## config.mk

```make
export PLATFORM = sky130hd
export DESIGN_NAME = dual_ctx_intc
export DESIGN_NICKNAME = d
export VERILOG_FILES = /design/src/rtl/dual_intc_pkg.sv /design/src/rtl/intc_route_map.sv /design/src/rtl/intc_ctrl.sv /design/src/rtl/intc_datapath.sv /design/src/rtl/dual_ctx_intc.sv
export SDC_FILE = /design/constraint.sdc
export NUM_CORES = 1
export LEC_CHECK = 0
export ABC_AREA = 1
export BUFFER_PORTS_ARGS = -buffer_cell sky130_fd_sc_hd__buf_2
export CORE_ASPECT_RATIO = 0.5
export CORE_MARGIN = 5
export CORE_UTILIZATION = 52
export DETAILED_ROUTE_END_ITERATION = 8
export HOLD_SLACK_MARGIN = 0.1
export PLACE_DENSITY = 0.84
export SLEW_MARGIN = 20
export SYNTH_ARGS = -nofsm -noshare
export SYNTH_HDL_FRONTEND = slang
export SYNTH_SLANG_ARGS = --single-unit
```

## constraint.sdc

```tcl
create_clock -name clk -period 1.6 [get_ports clk]
set_input_delay 0.24 -clock clk [delete_from_list [all_inputs] [get_ports clk]]
set_output_delay 0.24 -clock clk [all_outputs]
set_load 0.02 [all_outputs]
```

## src/rtl/dual_intc_pkg.sv

```systemverilog
package dual_intc_pkg;

  typedef enum logic [2:0] {
    RD_ZERO,
    RD_MASK_LO,
    RD_MASK_HI,
    RD_PEND_LO,
    RD_PEND_HI
  } rdSel_e;

  typedef struct packed {
    logic   wrMaskLo;
    logic   wrMaskHi;
    logic   rdStrobe;
    rdSel_e rdSel;
  } ctrlStrb_t;

endpackage

```

## src/rtl/intc_route_map.sv

```systemverilog
module intc_route_map #(
  parameter int NUM_SRC = 40,
  parameter int NUM_PAIRS = 3,
  parameter int IDX_W = 6,
  parameter logic [NUM_PAIRS*8-1:0] PAIR_TARGET = '0,
  parameter logic [NUM_PAIRS*8-1:0] PAIR_SHADOW = '0,
  parameter logic [NUM_SRC-1:0] CTX1_ROUTE = '0
) (
  output logic [NUM_SRC-1:0]       shadowMap,
  output logic [NUM_SRC-1:0]       ctx0Sel,
  output logic [NUM_SRC-1:0]       ctx1Sel,
  output logic [NUM_SRC*IDX_W-1:0] gateIdx
);

  logic [NUM_SRC-1:0] targetMap;

  // Pairs are taken in index order; a later pair that collides is dropped.
  always_comb begin
    shadowMap = '0;
    targetMap = '0;
    for (int i = 0; i < NUM_SRC; i++) begin
      gateIdx[i*IDX_W +: IDX_W] = IDX_W'(i);
    end
    for (int p = 0; p < NUM_PAIRS; p++) begin : pairScan
      logic [7:0] tgt;
      logic [7:0] shd;
      logic [IDX_W-1:0] ti;
      logic [IDX_W-1:0] si;
      tgt = PAIR_TARGET[p*8 +: 8];
      shd = PAIR_SHADOW[p*8 +: 8];
      ti = tgt[IDX_W-1:0];
      si = shd[IDX_W-1:0];
      if (tgt < 8'(NUM_SRC) && shd < 8'(NUM_SRC) && tgt != shd) begin
        if (!shadowMap[ti] && !targetMap[ti] && !shadowMap[si] && !targetMap[si]) begin
          targetMap[ti] = 1'b1;
          shadowMap[si] = 1'b1;
          gateIdx[int'(ti)*IDX_W +: IDX_W] = si;
        end
      end
    end
  end

  assign ctx0Sel = ~shadowMap & (targetMap | ~CTX1_ROUTE);
  assign ctx1Sel = ~shadowMap & (targetMap | CTX1_ROUTE);

endmodule

```

## src/rtl/intc_ctrl.sv

```systemverilog
module intc_ctrl
  import dual_intc_pkg::*;
#(
  parameter int ADDR_W = 8,
  parameter logic [ADDR_W-1:0] MASK_LO_OFF = 8'h04,
  parameter logic [ADDR_W-1:0] MASK_HI_OFF = 8'h50,
  parameter logic [ADDR_W-1:0] PEND_LO_OFF = 8'h08,
  parameter logic [ADDR_W-1:0] PEND_HI_OFF = 8'h54
) (
  input  logic              busSel,
  input  logic              busWr,
  input  logic [ADDR_W-1:0] busAddr,
  output ctrlStrb_t         strb
);

  always_comb begin
    strb = '0;
    strb.rdSel = RD_ZERO;
    if (busSel) begin
      if (busWr) begin
        strb.wrMaskLo = (busAddr == MASK_LO_OFF);
        strb.wrMaskHi = (busAddr == MASK_HI_OFF);
      end else begin
        strb.rdStrobe = 1'b1;
        case (busAddr)
          MASK_LO_OFF: strb.rdSel = RD_MASK_LO;
          MASK_HI_OFF: strb.rdSel = RD_MASK_HI;
          PEND_LO_OFF: strb.rdSel = RD_PEND_LO;
          PEND_HI_OFF: strb.rdSel = RD_PEND_HI;
          default:     strb.rdSel = RD_ZERO;
        endcase
      end
    end
  end

endmodule

```

## src/rtl/intc_datapath.sv

```systemverilog
module intc_datapath
  import dual_intc_pkg::*;
#(
  parameter int NUM_SRC = 40,
  parameter int IDX_W = 6,
  parameter int DATA_W = 32
) (
  input  logic                     clk,
  input  logic                     rstN,
  input  ctrlStrb_t                strb,
  input  logic [DATA_W-1:0]        wdata,
  input  logic [NUM_SRC-1:0]       srcLines,
  input  logic [NUM_SRC-1:0]       shadowMap,
  input  logic [NUM_SRC-1:0]       ctx0Sel,
  input  logic [NUM_SRC-1:0]       ctx1Sel,
  input  logic [NUM_SRC*IDX_W-1:0] gateIdx,
  output logic [DATA_W-1:0]        rdata,
  output logic                     irq0,
  output logic                     irq1
);

  localparam int HI_W = NUM_SRC - DATA_W;

  logic [NUM_SRC-1:0] maskQ;
  logic [NUM_SRC-1:0] pendQ;
  logic [NUM_SRC-1:0] gate1;
  logic [NUM_SRC-1:0] eff0;
  logic [NUM_SRC-1:0] eff1;
  logic [DATA_W-1:0]  rdNext;
  logic               irq0Q;
  logic               irq1Q;

  // Context-1 gate: each source picks the mask bit named by its gate index.
  for (genvar i = 0; i < NUM_SRC; i++) begin : gGate
    assign gate1[i] = maskQ[gateIdx[i*IDX_W +: IDX_W]];
  end

  assign eff0 = srcLines & maskQ & ctx0Sel;
  assign eff1 = srcLines & gate1 & ctx1Sel;

  always_comb begin
    case (strb.rdSel)
      RD_MASK_LO: rdNext = maskQ[DATA_W-1:0];
      RD_MASK_HI: rdNext = DATA_W'(maskQ[NUM_SRC-1:DATA_W]);
      RD_PEND_LO: rdNext = pendQ[DATA_W-1:0];
      RD_PEND_HI: rdNext = DATA_W'(pendQ[NUM_SRC-1:DATA_W]);
      default:    rdNext = '0;
    endcase
  end

  always_ff @(posedge clk) begin
    if (!rstN) begin
      maskQ <= '0;
      pendQ <= '0;
      irq0Q <= 1'b0;
      irq1Q <= 1'b0;
      rdata <= '0;
    end else begin
      if (strb.wrMaskLo) maskQ[DATA_W-1:0] <= wdata;
      if (strb.wrMaskHi) maskQ[NUM_SRC-1:DATA_W] <= wdata[HI_W-1:0];
      pendQ <= srcLines & maskQ & ~shadowMap;
      irq0Q <= |eff0;
      irq1Q <= |eff1;
      if (strb.rdStrobe) rdata <= rdNext;
    end
  end

  assign irq0 = irq0Q;
  assign irq1 = irq1Q;

  // with nothing enabled, no request can follow
  assert_quiet_when_masked_R10: assert property (@(posedge clk) disable iff (!rstN)
    (maskQ == '0) |=> (!irq0Q && !irq1Q));

  // a low-word write lands in the mask
  assert_mask_lo_write_R2: assert property (@(posedge clk) disable iff (!rstN)
    strb.wrMaskLo |=> (maskQ[DATA_W-1:0] == $past(wdata)));

  // high status/mask reads never carry bits beyond the source count
  assert_hi_read_zero_R3: assert property (@(posedge clk) disable iff (!rstN)
    (strb.rdStrobe && (strb.rdSel == RD_MASK_HI || strb.rdSel == RD_PEND_HI))
      |=> (rdata[DATA_W-1:HI_W] == '0));

  // shadow positions never show status
  assert_shadow_clear_R8: assert property (@(posedge clk) disable iff (!rstN)
    ((pendQ & shadowMap) == '0));

  // read data holds between reads
  assert_rdata_hold_R11: assert property (@(posedge clk) disable iff (!rstN)
    !strb.rdStrobe |=> $stable(rdata));

endmodule

```

## src/rtl/dual_ctx_intc.sv

```systemverilog
module dual_ctx_intc
  import dual_intc_pkg::*;
#(
  parameter int NUM_SRC = 40,
  parameter int NUM_PAIRS = 3,
  parameter int ADDR_W = 8,
  parameter int DATA_W = 32,
  parameter logic [NUM_PAIRS*8-1:0] PAIR_TARGET = {8'd30, 8'd35, 8'd30},
  parameter logic [NUM_PAIRS*8-1:0] PAIR_SHADOW = {8'd10, 8'd38, 8'd29},
  parameter logic [NUM_SRC-1:0] CTX1_ROUTE = 40'h00_0000_0020
) (
  input  logic               clk,
  input  logic               rstN,
  input  logic               busSel,
  input  logic               busWr,
  input  logic [ADDR_W-1:0]  busAddr,
  input  logic [DATA_W-1:0]  busWdata,
  output logic [DATA_W-1:0]  busRdata,
  input  logic [NUM_SRC-1:0] srcLines,
  output logic               irqCtx0,
  output logic               irqCtx1
);

  localparam int IDX_W = $clog2(NUM_SRC);

  ctrlStrb_t                strb;
  logic [NUM_SRC-1:0]       shadowMap;
  logic [NUM_SRC-1:0]       ctx0Sel;
  logic [NUM_SRC-1:0]       ctx1Sel;
  logic [NUM_SRC*IDX_W-1:0] gateIdx;

  intc_route_map #(
    .NUM_SRC(NUM_SRC), .NUM_PAIRS(NUM_PAIRS), .IDX_W(IDX_W),
    .PAIR_TARGET(PAIR_TARGET), .PAIR_SHADOW(PAIR_SHADOW), .CTX1_ROUTE(CTX1_ROUTE)
  ) uMap (
    .shadowMap(shadowMap), .ctx0Sel(ctx0Sel), .ctx1Sel(ctx1Sel), .gateIdx(gateIdx)
  );

  intc_ctrl #(.ADDR_W(ADDR_W)) uCtrl (
    .busSel(busSel), .busWr(busWr), .busAddr(busAddr), .strb(strb)
  );

  intc_datapath #(.NUM_SRC(NUM_SRC), .IDX_W(IDX_W), .DATA_W(DATA_W)) uDp (
    .clk(clk), .rstN(rstN), .strb(strb), .wdata(busWdata), .srcLines(srcLines),
    .shadowMap(shadowMap), .ctx0Sel(ctx0Sel), .ctx1Sel(ctx1Sel), .gateIdx(gateIdx),
    .rdata(busRdata), .irq0(irqCtx0), .irq1(irqCtx1)
  );

endmodule

```

==> summary.md <==
| Metric | Value |
|---|---|
| Number of non-filler instances in the completed layout | `847` |
| Yosys reg bits | `112` |
| Detail-routed via count per cell | `5.07` |
| Die footprint | `11000 µm²` |
| # setup viols final | `0` |
| Post-CTS Hold Buffers | `0` |
| Number of gates given a new drive strength after cts | `0` |
| Worst hold slack after final layout | `0.115 ns` |
| Detailed-route DRC error count | `0` |
| Upper clock frequency limit | `746 MHz` |
| Largest fanout on the critical path | `24` |
| Classification of the worst setup path | `input port to register` |
| Cells after DPL | `831` |
| Run status | `completed` |
| Layout overhead on the synthesized area | `20.8%` |
| Number of vias in the routed layout | `4294` |
| Leak Pwr | `2.95 nW` |
| Period Utilization, post-route | `0.837` |
| Total area of multi-input combinational cells | `2020 µm²` |
| Global-route wire length before repair | `19200 µm` |
| Top cells by area in the synthesized netlist | `sky130_fd_sc_hd__dfxtp_1 (48%), sky130_fd_sc_hd__nand2_1 (12%), sky130_fd_sc_hd__nor2_1 (9.5%)` |
| Root buffer cell | `sky130_fd_sc_hd__clkbuf_16` |
| Router iterations before antenna repair | `5` |
| Leading cell types in the layout, fill and taps excluded | `sky130_fd_sc_hd__nand2_1 (154), sky130_fd_sc_hd__nor2_1 (116), sky130_fd_sc_hd__buf_2 (115)` |
| Maximum level of the CTS H-tree | `3` |
| Number of rows in the core area | `24` |
| Final layout net count | `809` |
| Maximum number of pins on one net before global-route repair | `48` |
| Post-DR wirelength/cell | `14.2 µm` |
| Skew-Pair Late Insertion Delay | `0.35 ns` |
| Number of buffers on the longest clock path | `2` |
| Overall die width | `144 µm` |
| Initial antenna violation count | `0` |
| Launching element type of the critical path | `input port` |
| Total number of clock tree sinks | `112` |
| Number of fill cells in the layout | `778` |
| Total Routing Usage GR | `0.218` |
| Final Critical Period | `1.34 ns` |
| Measured slew at the worst slew-check pin | `0.433 ns` |
| Top-area cell type share of the netlist area | `0.483` |
| Half-perimeter wire length after placement | `8560 µm` |
| Total chip power | `5.16 mW` |
| Area after detailed placement | `5320 µm²` |
| Synth cell types | `29` |
| Gr ovfl total | `0` |
| Die height | `76.8 µm` |
| Final WS setup | `0.260 ns` |
| Cell type contributing the most total cell area after synthesis | `sky130_fd_sc_hd__dfxtp_1` |
| Total negative slack | `0 ns` |
| Number of max-slew violations in the final report | `0` |
| Worst reg2reg path depth | `6` |
| Number of DRC markers after the initial detailed-route iteration | `357` |
| Register area share after synthesis | `0.483` |
| Post-Synthesis Net Count | `696` |
| Num CTS Buffers | `9` |
| Antenna diode count | `0` |
| Buffers added on ports | `115` |
| Number of global-route vias before repair | `4037` |
| Syn Inst Count | `612` |
| Final instance area | `5600 µm²` |
| Minimum setup slack after placement | `-0.0985 ns` |
| CP Capture Type | `register` |
| I/O Pins | `118` |
| Hold Fails Final Rpt | `0` |
| Count of warnings emitted by yosys | `0` |
| Total power divided by cell area | `922 nW/µm²` |
| Type of the most critical hold path | `input port to register` |
| Share of layout cells above drive strength 1 | `0.285` |
| Post-synthesis instance area | `4640 µm²` |
| Final weighted congestion of routability-driven global placement | `0.861` |
| Area taken by flip-flops and latches | `2240 µm²` |
| Max Cap Viol | `0` |
| Arr. time, crit path | `1.63 ns` |
| Max rail drop VDD | `0.721 mV` |
| Worst clock skew | `0.00586 ns` |
| Final core utilization | `0.643` |
| Synth Area per Inst | `7.58 µm²` |
| Worst slew margin relative to its limit | `0.711` |
| TritonCTS clock tree | `built` |
| Sum of routed wire length over all layers | `12000 µm` |
| Clock-pin slew on the worst setup and hold paths | `0.07 ns` |
| Required time at the endpoint of the critical path | `1.89 ns` |
| Starting Density | `0.533` |
| Worst Hold Depth | `3` |
| Number of nets with antenna violations after detailed routing | `0` |
| Post CTS Setup Buffer Count | `0` |
| Most common cell after layout, fill and taps aside | `sky130_fd_sc_hd__nand2_1` |
| Core box area | `8710 µm²` |
| RSZ-0062 raised after global routing | `no` |
final timing paths:
path	slack (ns)	end	from
max	0.26	uDp.rdata[8]	busAddr[3]
min	0.12	uDp.maskQ[14]	busWdata[14]
max reg2reg	0.36	uDp.irq0	uDp.maskQ[11]
min reg2reg	0.47	uDp.rdata[5]	uDp.rdata[5]
area by class of cell:
type / instances / share of cell area
clock inverters: 3 / 0.00268
multi-input cells: 424 / 0.360
flip-flops and latches: 112 / 0.400
clock buffers: 13 / 0.0482
inverters: 47 / 0.0319
well taps: 117 / 0.0261
repair buffers: 131 / 0.131
flip-flops by register name (all words and copies together) (netlist names):
name,count
uDp.rdata,32
uDp.maskQ,40
uDp.irq1,1
uDp.irq0,1
uDp.pendQ,38
synth_stat cells (all sizes together):
cell and n:
a21oi 17, and2 1, buf 9, clkbuf 19, dfxtp 112, dlymetal6s2s 1, inv 47, nand2 181
nand3 35, nand4 24, nor2 123, nor4 2, o21ai 41
worst max-delay path: stages:
cell and delay, ns:
sky130_fd_sc_hd__buf_2 0.11, sky130_fd_sc_hd__inv_1 0.07, sky130_fd_sc_hd__nand2_2 0.06, sky130_fd_sc_hd__nor2_4 0.14, sky130_fd_sc_hd__nand2_2 0.11, sky130_fd_sc_hd__a21oi_4 0.15
sky130_fd_sc_hd__and2_4 0.44, sky130_fd_sc_hd__nand2_1 0.09, sky130_fd_sc_hd__nand3_1 0.10, sky130_fd_sc_hd__nand2_1 0.06, sky130_fd_sc_hd__inv_1 0.06
layer usage:
metal | share of wire | track usage
met3 | 0.075 | 0.0566
met5 | 0 | 0
met2 | 0.49 | 0.367
met4 | 0.024 | 0.0808
met1 | 0.41 | 0.268
power breakdown:
part | leakage, nW | switching [mW] | internal, mW
clock | 0.145 | 0.960 | 1.18
sequential | 0.902 | 0.00134 | 2.79
combinational | 1.90 | 0.138 | 0.0987
total | 2.95 | 1.10 | 4.06
cells by family after synthesis:
family          count (synthesis)  synth area share
simple gates                  366             0.368
flops                         112             0.483
compound gates                 58            0.0666
buf+inv                        76            0.0825
Note: power is estimated with default switching activity, not from simulation.
